## src/rtl/edge_sched_pkg.sv

```systemverilog
package edge_sched_pkg;

    // width of a step offset, in clock cycles
    localparam int unsigned OFF_W = 16;

    typedef logic [1:0] evt_code_t;

    localparam evt_code_t CODE_FALL = 2'b00;
    localparam evt_code_t CODE_RISE = 2'b01;
    localparam evt_code_t CODE_NONE = 2'b11;

    typedef struct packed {
        evt_code_t        code;
        logic [OFF_W-1:0] off;
    } evt_t;

    // bit 1 of the code marks an entry that requests no change
    function automatic logic code_is_hold(evt_code_t c);
        return c[1];
    endfunction

endpackage

```

## src/rtl/edge_sched_loader.sv

```systemverilog
module edge_sched_loader
    import edge_sched_pkg::*;
#(
    parameter int unsigned NUM_CH    = 8,
    parameter int unsigned SLOTS     = 8,
    parameter int unsigned MAX_TOTAL = 250,
    parameter logic [NUM_CH*8-1:0] CH_SLOTS = {NUM_CH{8'd8}},
    localparam int unsigned CH_W  = $clog2(NUM_CH),
    localparam int unsigned CNT_W = $clog2(SLOTS + 1),
    localparam int unsigned TOT_W = $clog2(MAX_TOTAL + 1)
) (
    input  logic                          clk,
    input  logic                          rst_n,
    input  logic                          start,
    input  logic                          ld_valid,
    input  logic [CH_W-1:0]               ld_ch,
    output logic                          wr_en,
    output logic [CNT_W-1:0]              wr_slot,
    output logic [NUM_CH-1:0][CNT_W-1:0]  sh_cnt,
    output logic [TOT_W-1:0]              total,
    output logic                          drop
);

    typedef struct packed {
        logic [NUM_CH-1:0][CNT_W-1:0] cnt;
        logic [TOT_W-1:0]             total;
    } ld_st_t;

    ld_st_t st_d, st_q;

    // per-channel slot budget, never above the physical slot count
    function automatic logic [CNT_W-1:0] ch_limit(int c);
        int v;
        v = int'(CH_SLOTS[c*8 +: 8]);
        if (v > int'(SLOTS)) v = int'(SLOTS);
        return CNT_W'(v);
    endfunction

    always_comb begin
        st_d    = st_q;
        wr_en   = 1'b0;
        wr_slot = '0;
        drop    = 1'b0;
        if (start) begin
            st_d.cnt   = '0;
            st_d.total = '0;
        end
        if (ld_valid) begin
            if (st_d.cnt[ld_ch] >= ch_limit(int'(ld_ch)) ||
                st_d.total >= TOT_W'(MAX_TOTAL)) begin
                drop = 1'b1;
            end else begin
                wr_en            = 1'b1;
                wr_slot          = st_d.cnt[ld_ch];
                st_d.cnt[ld_ch]  = st_d.cnt[ld_ch] + 1'b1;
                st_d.total       = st_d.total + 1'b1;
            end
        end
    end

    always_ff @(posedge clk) begin
        if (!rst_n) st_q <= '0;
        else        st_q <= st_d;
    end

    assign sh_cnt = st_q.cnt;
    assign total  = st_q.total;

endmodule

```

## src/rtl/edge_sched_store.sv

```systemverilog
module edge_sched_store
    import edge_sched_pkg::*;
#(
    parameter int unsigned NUM_CH = 8,
    parameter int unsigned SLOTS  = 8,
    localparam int unsigned CH_W  = $clog2(NUM_CH),
    localparam int unsigned SL_W  = $clog2(SLOTS),
    localparam int unsigned CNT_W = $clog2(SLOTS + 1)
) (
    input  logic                          clk,
    input  logic                          wr_en,
    input  logic                          wr_bank,
    input  logic [CH_W-1:0]               wr_ch,
    input  logic [CNT_W-1:0]              wr_slot,
    input  evt_t                          wr_evt,
    input  logic                          rd_bank,
    input  logic [NUM_CH-1:0][CNT_W-1:0]  rd_idx,
    output evt_t [NUM_CH-1:0]             rd_evt
);

    // two banks: one live, one being filled
    evt_t mem_d [2][NUM_CH][SLOTS];
    evt_t mem_q [2][NUM_CH][SLOTS];

    always_comb begin
        mem_d = mem_q;
        if (wr_en) mem_d[wr_bank][wr_ch][wr_slot[SL_W-1:0]] = wr_evt;
    end

    // contents are qualified by the slot counts, so no reset is needed
    always_ff @(posedge clk) begin
        mem_q <= mem_d;
    end

    for (genvar c = 0; c < NUM_CH; c++) begin : g_rd
        assign rd_evt[c] = mem_q[rd_bank][c][rd_idx[c][SL_W-1:0]];
    end

endmodule

```

## src/rtl/edge_sched_chan.sv

```systemverilog
module edge_sched_chan
    import edge_sched_pkg::*;
#(
    parameter int unsigned SLOTS = 8,
    localparam int unsigned CNT_W = $clog2(SLOTS + 1)
) (
    input  logic              clk,
    input  logic              rst_n,
    input  logic              start,
    input  logic              en_in,
    input  logic [CNT_W-1:0]  cnt_in,
    input  logic [OFF_W-1:0]  step_len,
    input  logic [OFF_W-1:0]  cyc,
    input  evt_t              head,
    output logic [CNT_W-1:0]  idx,
    output logic              lvl,
    output logic              en,
    output logic              bad
);

    typedef struct packed {
        logic [CNT_W-1:0] idx;
        logic [CNT_W-1:0] cnt;
        logic [OFF_W-1:0] last;
        logic             lvl;
        logic             en;
    } ch_st_t;

    ch_st_t st_d, st_q;

    // one list entry is retired per cycle at most
    always_comb begin
        st_d = st_q;
        bad  = 1'b0;
        if (start) begin
            st_d.idx  = '0;
            st_d.cnt  = cnt_in;
            st_d.last = '0;
            st_d.en   = en_in;
        end else if (st_q.en && st_q.idx < st_q.cnt) begin
            if (code_is_hold(head.code) || head.off >= step_len) begin
                st_d.idx = st_q.idx + 1'b1;
            end else if (head.off < st_q.last) begin
                st_d.idx = st_q.idx + 1'b1;
                bad      = 1'b1;
            end else if (head.off <= cyc) begin
                st_d.lvl  = head.code[0];
                st_d.last = head.off;
                st_d.idx  = st_q.idx + 1'b1;
            end
        end
    end

    always_ff @(posedge clk) begin
        if (!rst_n) st_q <= '0;
        else        st_q <= st_d;
    end

    assign idx = st_q.idx;
    assign lvl = st_q.lvl;
    assign en  = st_q.en;

endmodule

```

## src/rtl/edge_sched.sv

```systemverilog
module edge_sched
    import edge_sched_pkg::*;
#(
    parameter int unsigned NUM_CH    = 8,
    parameter int unsigned SLOTS     = 8,
    parameter int unsigned MAX_TOTAL = 250,
    parameter logic [NUM_CH*8-1:0] CH_SLOTS = {NUM_CH{8'd8}},
    localparam int unsigned CH_W  = $clog2(NUM_CH),
    localparam int unsigned CNT_W = $clog2(SLOTS + 1),
    localparam int unsigned TOT_W = $clog2(MAX_TOTAL + 1)
) (
    input  logic              clk,
    input  logic              rst_n,
    input  logic              step_start,
    input  logic [OFF_W-1:0]  step_len,
    input  logic [CH_W:0]     n_active,
    input  logic              ld_valid,
    input  logic [CH_W-1:0]   ld_ch,
    input  logic [1:0]        ld_code,
    input  logic [OFF_W-1:0]  ld_off,
    output logic [NUM_CH-1:0] dout,
    output logic              order_err
);

    typedef struct packed {
        logic             bank;   // bank being played
        logic [OFF_W-1:0] cyc;    // cycles since the last strobe
        logic             err;
    } top_st_t;

    top_st_t st_d, st_q;

    logic                         wr_en;
    logic [CNT_W-1:0]             wr_slot;
    logic [NUM_CH-1:0][CNT_W-1:0] sh_cnt;
    logic [TOT_W-1:0]             ld_total;
    logic                         ld_drop;
    logic [NUM_CH-1:0][CNT_W-1:0] rd_idx;
    evt_t [NUM_CH-1:0]            rd_evt;
    logic [NUM_CH-1:0]            chan_bad;
    logic [NUM_CH-1:0]            en_mask;
    logic                         wr_bank;
    evt_t                         wr_evt;

    always_comb begin
        st_d = st_q;
        if (step_start) begin
            st_d.bank = ~st_q.bank;
            st_d.cyc  = '0;
        end else if (st_q.cyc != {OFF_W{1'b1}}) begin
            st_d.cyc = st_q.cyc + 1'b1;
        end
        if (ld_drop || (|chan_bad)) st_d.err = 1'b1;
    end

    always_ff @(posedge clk) begin
        if (!rst_n) st_q <= '0;
        else        st_q <= st_d;
    end

    // a write in the strobe cycle lands in the bank that becomes shadow
    assign wr_bank = step_start ? st_q.bank : ~st_q.bank;
    assign wr_evt  = '{code: ld_code, off: ld_off};

    edge_sched_loader #(
        .NUM_CH(NUM_CH), .SLOTS(SLOTS), .MAX_TOTAL(MAX_TOTAL), .CH_SLOTS(CH_SLOTS)
    ) u_loader (
        .clk(clk), .rst_n(rst_n), .start(step_start),
        .ld_valid(ld_valid), .ld_ch(ld_ch),
        .wr_en(wr_en), .wr_slot(wr_slot), .sh_cnt(sh_cnt),
        .total(ld_total), .drop(ld_drop)
    );

    edge_sched_store #(
        .NUM_CH(NUM_CH), .SLOTS(SLOTS)
    ) u_store (
        .clk(clk), .wr_en(wr_en), .wr_bank(wr_bank), .wr_ch(ld_ch),
        .wr_slot(wr_slot), .wr_evt(wr_evt),
        .rd_bank(st_q.bank), .rd_idx(rd_idx), .rd_evt(rd_evt)
    );

    for (genvar c = 0; c < NUM_CH; c++) begin : g_ch
        edge_sched_chan #(
            .SLOTS(SLOTS)
        ) u_chan (
            .clk(clk), .rst_n(rst_n), .start(step_start),
            .en_in((CH_W+1)'(c) < n_active),
            .cnt_in(sh_cnt[c]), .step_len(step_len), .cyc(st_q.cyc),
            .head(rd_evt[c]), .idx(rd_idx[c]), .lvl(dout[c]),
            .en(en_mask[c]), .bad(chan_bad[c])
        );
    end

    assign order_err = st_q.err;

endmodule

```

## config.mk

```make
export PLATFORM = sky130hd
export DESIGN_NAME = edge_sched
export DESIGN_NICKNAME = d
export VERILOG_FILES = /design/src/rtl/edge_sched_pkg.sv /design/src/rtl/edge_sched_loader.sv /design/src/rtl/edge_sched_store.sv /design/src/rtl/edge_sched_chan.sv /design/src/rtl/edge_sched.sv
export SDC_FILE = /design/constraint.sdc
export NUM_CORES = 2
export LEC_CHECK = 0
export BUFFER_PORTS_ARGS = -buffer_cell sky130_fd_sc_hd__buf_2
export CAP_MARGIN = 30
export CORE_UTILIZATION = 63
export CTS_BUF_LIST = sky130_fd_sc_hd__clkbuf_16
export DETAILED_ROUTE_END_ITERATION = 8
export HOLD_SLACK_MARGIN = 0.05
export PLACE_DENSITY = 0.81
export SYNTH_ARGS = -nofsm -noshare
export SYNTH_HDL_FRONTEND = slang
export SYNTH_SLANG_ARGS = --single-unit
```

## constraint.sdc

```tcl
create_clock -name clk -period 6.8 [get_ports clk]
set_clock_uncertainty 0.2 [all_clocks]
set_input_delay 0.34 -clock clk [delete_from_list [all_inputs] [get_ports clk]]
set_output_delay 0.34 -clock clk [all_outputs]
set_load 0.005 [all_outputs]
```

==> flow_metrics.py <==
metrics = {
    "status": {
        "status": "completed",
    },
    "global_routing": {
        "grt_pass1_wl_um": 416000,
        "grt_overflow": 0,
        "antenna_found_initial": 16,
        "grt_max_degree": 90,
        "grt_pass1_vias": 59500,
        "grt_usage_pct": 34.7,
    },
    "clock_tree": {
        "cts_sinks": 2570,
        "cts.reportedPaths.clkPinSlew_ns": 0.07,
        "cts.repair.resized": 0,
        "post_cts_buffers": 0,
        "ctsHoldBuffers": 29,
        "cts_buffers": 236,
        "htree_num_levels": 4,
        "cts_root_buffer": "clkbuf_16",
        "clock_path_buffers": 3,
        "clk_latency_ns": 0.89,
        "cts_tree": "built",
    },
    "worst_hold_path": {
        "min_path_type": "in2reg",
    },
    "synthesis": {
        "synth_edf_count": 2304,
        "synthTopCellsByCount": "edfxtp_1 (2304), mux4_2 (707), ha_1 (412), nor2_1 (406), dfxtp_1 (266)",
        "syn_area_per_cell_sq_um": 18.5,
        "postSynth.asyncResetShare_pct": 0,
        "synth_top_area_cell": "edfxtp_1",
        "syn_area_sq_mm": 0.107,
        "yosysSeqAreaShare_pct": 69.8,
        "synthCells": 5768,
        "synth_area_leaders": "edfxtp_1 (65%), mux4_2 (15%), dfxtp_1 (5.0%)",
        "syn-num-nets": 6225,
        "synth_most_common_cell": "edfxtp_1",
        "synth_top_area_share_pct": 64.8,
        "synth_seq_cells": 2570,
        "ys_warn_count": 0,
        "netlist-cell-type-count": 76,
        "ys.flop_type": "edfxtp_1",
    },
    "sta": {
        "timing.final.crit_period_ns": 6.11,
        "slew_violations": 0,
        "tightest_slew_ns": 1.08,
        "hold_viol": 0,
        "maxSlewHeadroom_pct": 28.1,
        "fin_crit_sh_pct": 89.8,
        "setup_tns_ns": 0,
        "final-setup-viol-count": 0,
        "fmax_mhz": 164,
        "holdWs_ns": 0.123,
        "rsz0062_at_grt": "no",
    },
    "power_and_ir_drop": {
        "combPwrFrac_pct": 5.6,
        "p_leak_uw": 0.0387,
        "vdd_ir_drop_max_mv": 0.298,
        "power_density_mw_per_mm2": 274,
        "p_int_uw": 25600,
        "power_frac_seq_pct": 52.7,
        "clkPwrFrac_pct": 41.7,
        "switchingPower_uw": 7090,
        "sw_frac_of_total_pct": 21.7,
    },
    "route": {
        "drt_wl_total_um": 292000,
        "drc": 0,
        "final_antenna_net_count": 0,
        "drt_iter0_drc": 8577,
        "via_per_inst": 7.00,
        "vias": 59400,
        "wire_per_inst_um": 34.4,
        "dr.pass1.iters": 8,
    },
    "critical_path": {
        "critical_path_class": "reg2reg",
        "endpoint_kind": "flop",
        "cp.required_ns": 7.41,
        "cp_max_fo": 36,
        "r2r_cells": 12,
        "worstReg2RegStart": "st_q[17]$_SDFFE_PN0P_",
        "rrSetupSlack_ns": 0.69,
        "crit_path_start": "st_q[17]$_SDFFE_PN0P_",
        "cp-endpoint": "order_err$_SDFFE_PN0P_",
        "start_kind": "flop",
        "critPathArrivalTime_ns": 6.72,
        "r2r-end": "order_err$_SDFFE_PN0P_",
    },
    "place": {
        "post-dp-hpwl_um": 167000,
        "port_buffers": 53,
        "routabilityCongestion": 0.942,
    },
    "layout": {
        "multiInputGateArea_sq_mm": 0.0307,
        "regArea_sq_mm": 0.0746,
        "fin_nets": 6527,
        "final_core_utilization_pct": 71.4,
        "final.fill_count": 9564,
        "area_delta_synth_final_pct": 12.1,
        "drive_gt1_share_pct": 24.1,
    },
    "floorplan": {
        "chipHeight_um": 414,
        "start_util_pct": 63.7,
        "die_x_um": 414,
        "num_rows": 150,
        "die-area_sq_mm": 0.171,
        "pin_count": 54,
        "core_sq_mm": 0.168,
    },
    "flow_run": {
        "maxCapViolCount": 0,
    },
}
-- registers in the layout, summed over array words and instances, names as in the netlist --
signal	flops
g_ch.u_chan.st_q	160
u_loader.total	8
g_ch.u_chan.lvl	8
u_loader.sh_cnt	32
u_store.mem_q	2304
g_ch.u_chan.idx	32
g_ch.u_chan.en	8
st_q	17
order_err	1
-- final cells by class --
cell class / instances / area share [%]
clock buffers: 238 / 4.98
diodes: 5 / 0.0105
multi-input cells: 2736 / 25.7
well taps: 2204 / 2.31
inverters: 204 / 0.641
clock inverters: 207 / 1.73
repair buffers: 322 / 2.33
flip-flops and latches: 2570 / 62.3
-- critical path, cell delays in order, from the launching register on --
cell	delay, ns
dfxtp_4	1.00
buf_4	0.59
mux4_2	0.61
mux4_2	0.59
ha_1	0.30
and3_1	0.17
a211o_1	0.28
a2111oi_0	0.68
o31a_1	0.33
nand2_1	0.16
o21ai_0	0.56
a31oi_1	0.29
a31oi_1	0.25
-- layout by cell type (no fill, tap or decap), drive strengths merged, types with 14 or more instances in the layout --
cell type / Yosys / final
edfxtp: 2304 / 2304
mux4: 707 / 707
ha: 412 / 412
nor2: 406 / 406
buf: 97 / 293
dfxtp: 266 / 266
inv: 202 / 259
clkbuf: 161 / 238
nand2: 178 / 178
a21oi: 173 / 173
o21ai: 130 / 130
mux2i: 129 / 129
nand3: 109 / 109
clkinv: 2 / 98
a21o: 68 / 68
nand4: 67 / 67
bufinv: 0 / 34
nor2b: 32 / 32
dlygate4sd3: 0 / 29
o211ai: 22 / 22
nor3: 20 / 20
nand2b: 20 / 20
a31oi: 20 / 20
clkinvlp: 0 / 20
a211oi: 19 / 19
xnor2: 19 / 19
xor2: 18 / 18
o21a: 14 / 14
-- metrics by stage --
stage	setup slack [ns]	instance area (sq um)	std cells	total power, uW
3_3_place_gp	0.828	111000	7992	19300
4_1_cts	0.759	120000	8478	32800
2_1_floorplan	1.87	107000	5768	18700
3_5_place_dp	0.789	111000	8004	19400
6_report	0.691	120000	8486	32700
5_1_grt	0.579	120000	8482	33500
-- logic make-up after synthesis --
| group | after synthesis | synth area share, % |
|---|---|---|
| AO/OA/AOI/OAI | 532 | 3.12 |
| AND/OR/NAND/NOR | 907 | 3.87 |
| flip-flops | 2570 | 69.8 |
| adder cells (fa/ha/maj) | 412 | 4.83 |
| multiplexers | 848 | 16.3 |
| buffers and inverters | 462 | 1.78 |
| XOR/XNOR | 37 | 0.304 |
-- power by group through the flow --
stage | Clock, uW | Sequential [uW] | Combinational (uW)
global placement | 0 | 17600 | 1710
finish | 13600 | 17300 | 1840
CTS | 13700 | 17300 | 1820
floorplan | 0 | 17600 | 1100
detailed placement | 0 | 17600 | 1770
global route | 14300 | 17200 | 1950
-- worst min-delay path by stage --
stage,start,endpoint,slack (ns),cells past startpoint
6_report,ld_ch[2],u_loader.sh_cnt[24]$_SDFF_PN0_,0.12,4
2_1_floorplan,g_ch[3].u_chan.en$_SDFFE_PN0P_,g_ch[3].u_chan.en$_SDFFE_PN0P_,0.22,2
3_5_place_dp,g_ch[2].u_chan.st_q[2]$_SDFFE_PP0P_,g_ch[2].u_chan.st_q[2]$_SDFFE_PP0P_,0.25,2
4_1_cts,ld_ch[2],u_loader.sh_cnt[20]$_SDFF_PN0_,0.07,4
5_1_grt,ld_ch[2],u_loader.sh_cnt[24]$_SDFF_PN0_,0.14,4
3_3_place_gp,g_ch[6].u_chan.en$_SDFFE_PN0P_,g_ch[6].u_chan.en$_SDFFE_PN0P_,0.25,2
-- per-layer routing --
layer / part of all wire [%] / GRT usage [%]
met5: 0.062 / 0
met4: 5.6 / 17.3
met3: 12 / 7.72
met2: 47 / 54.4
met1: 35 / 46.4
(Power assumes the default switching activity.)
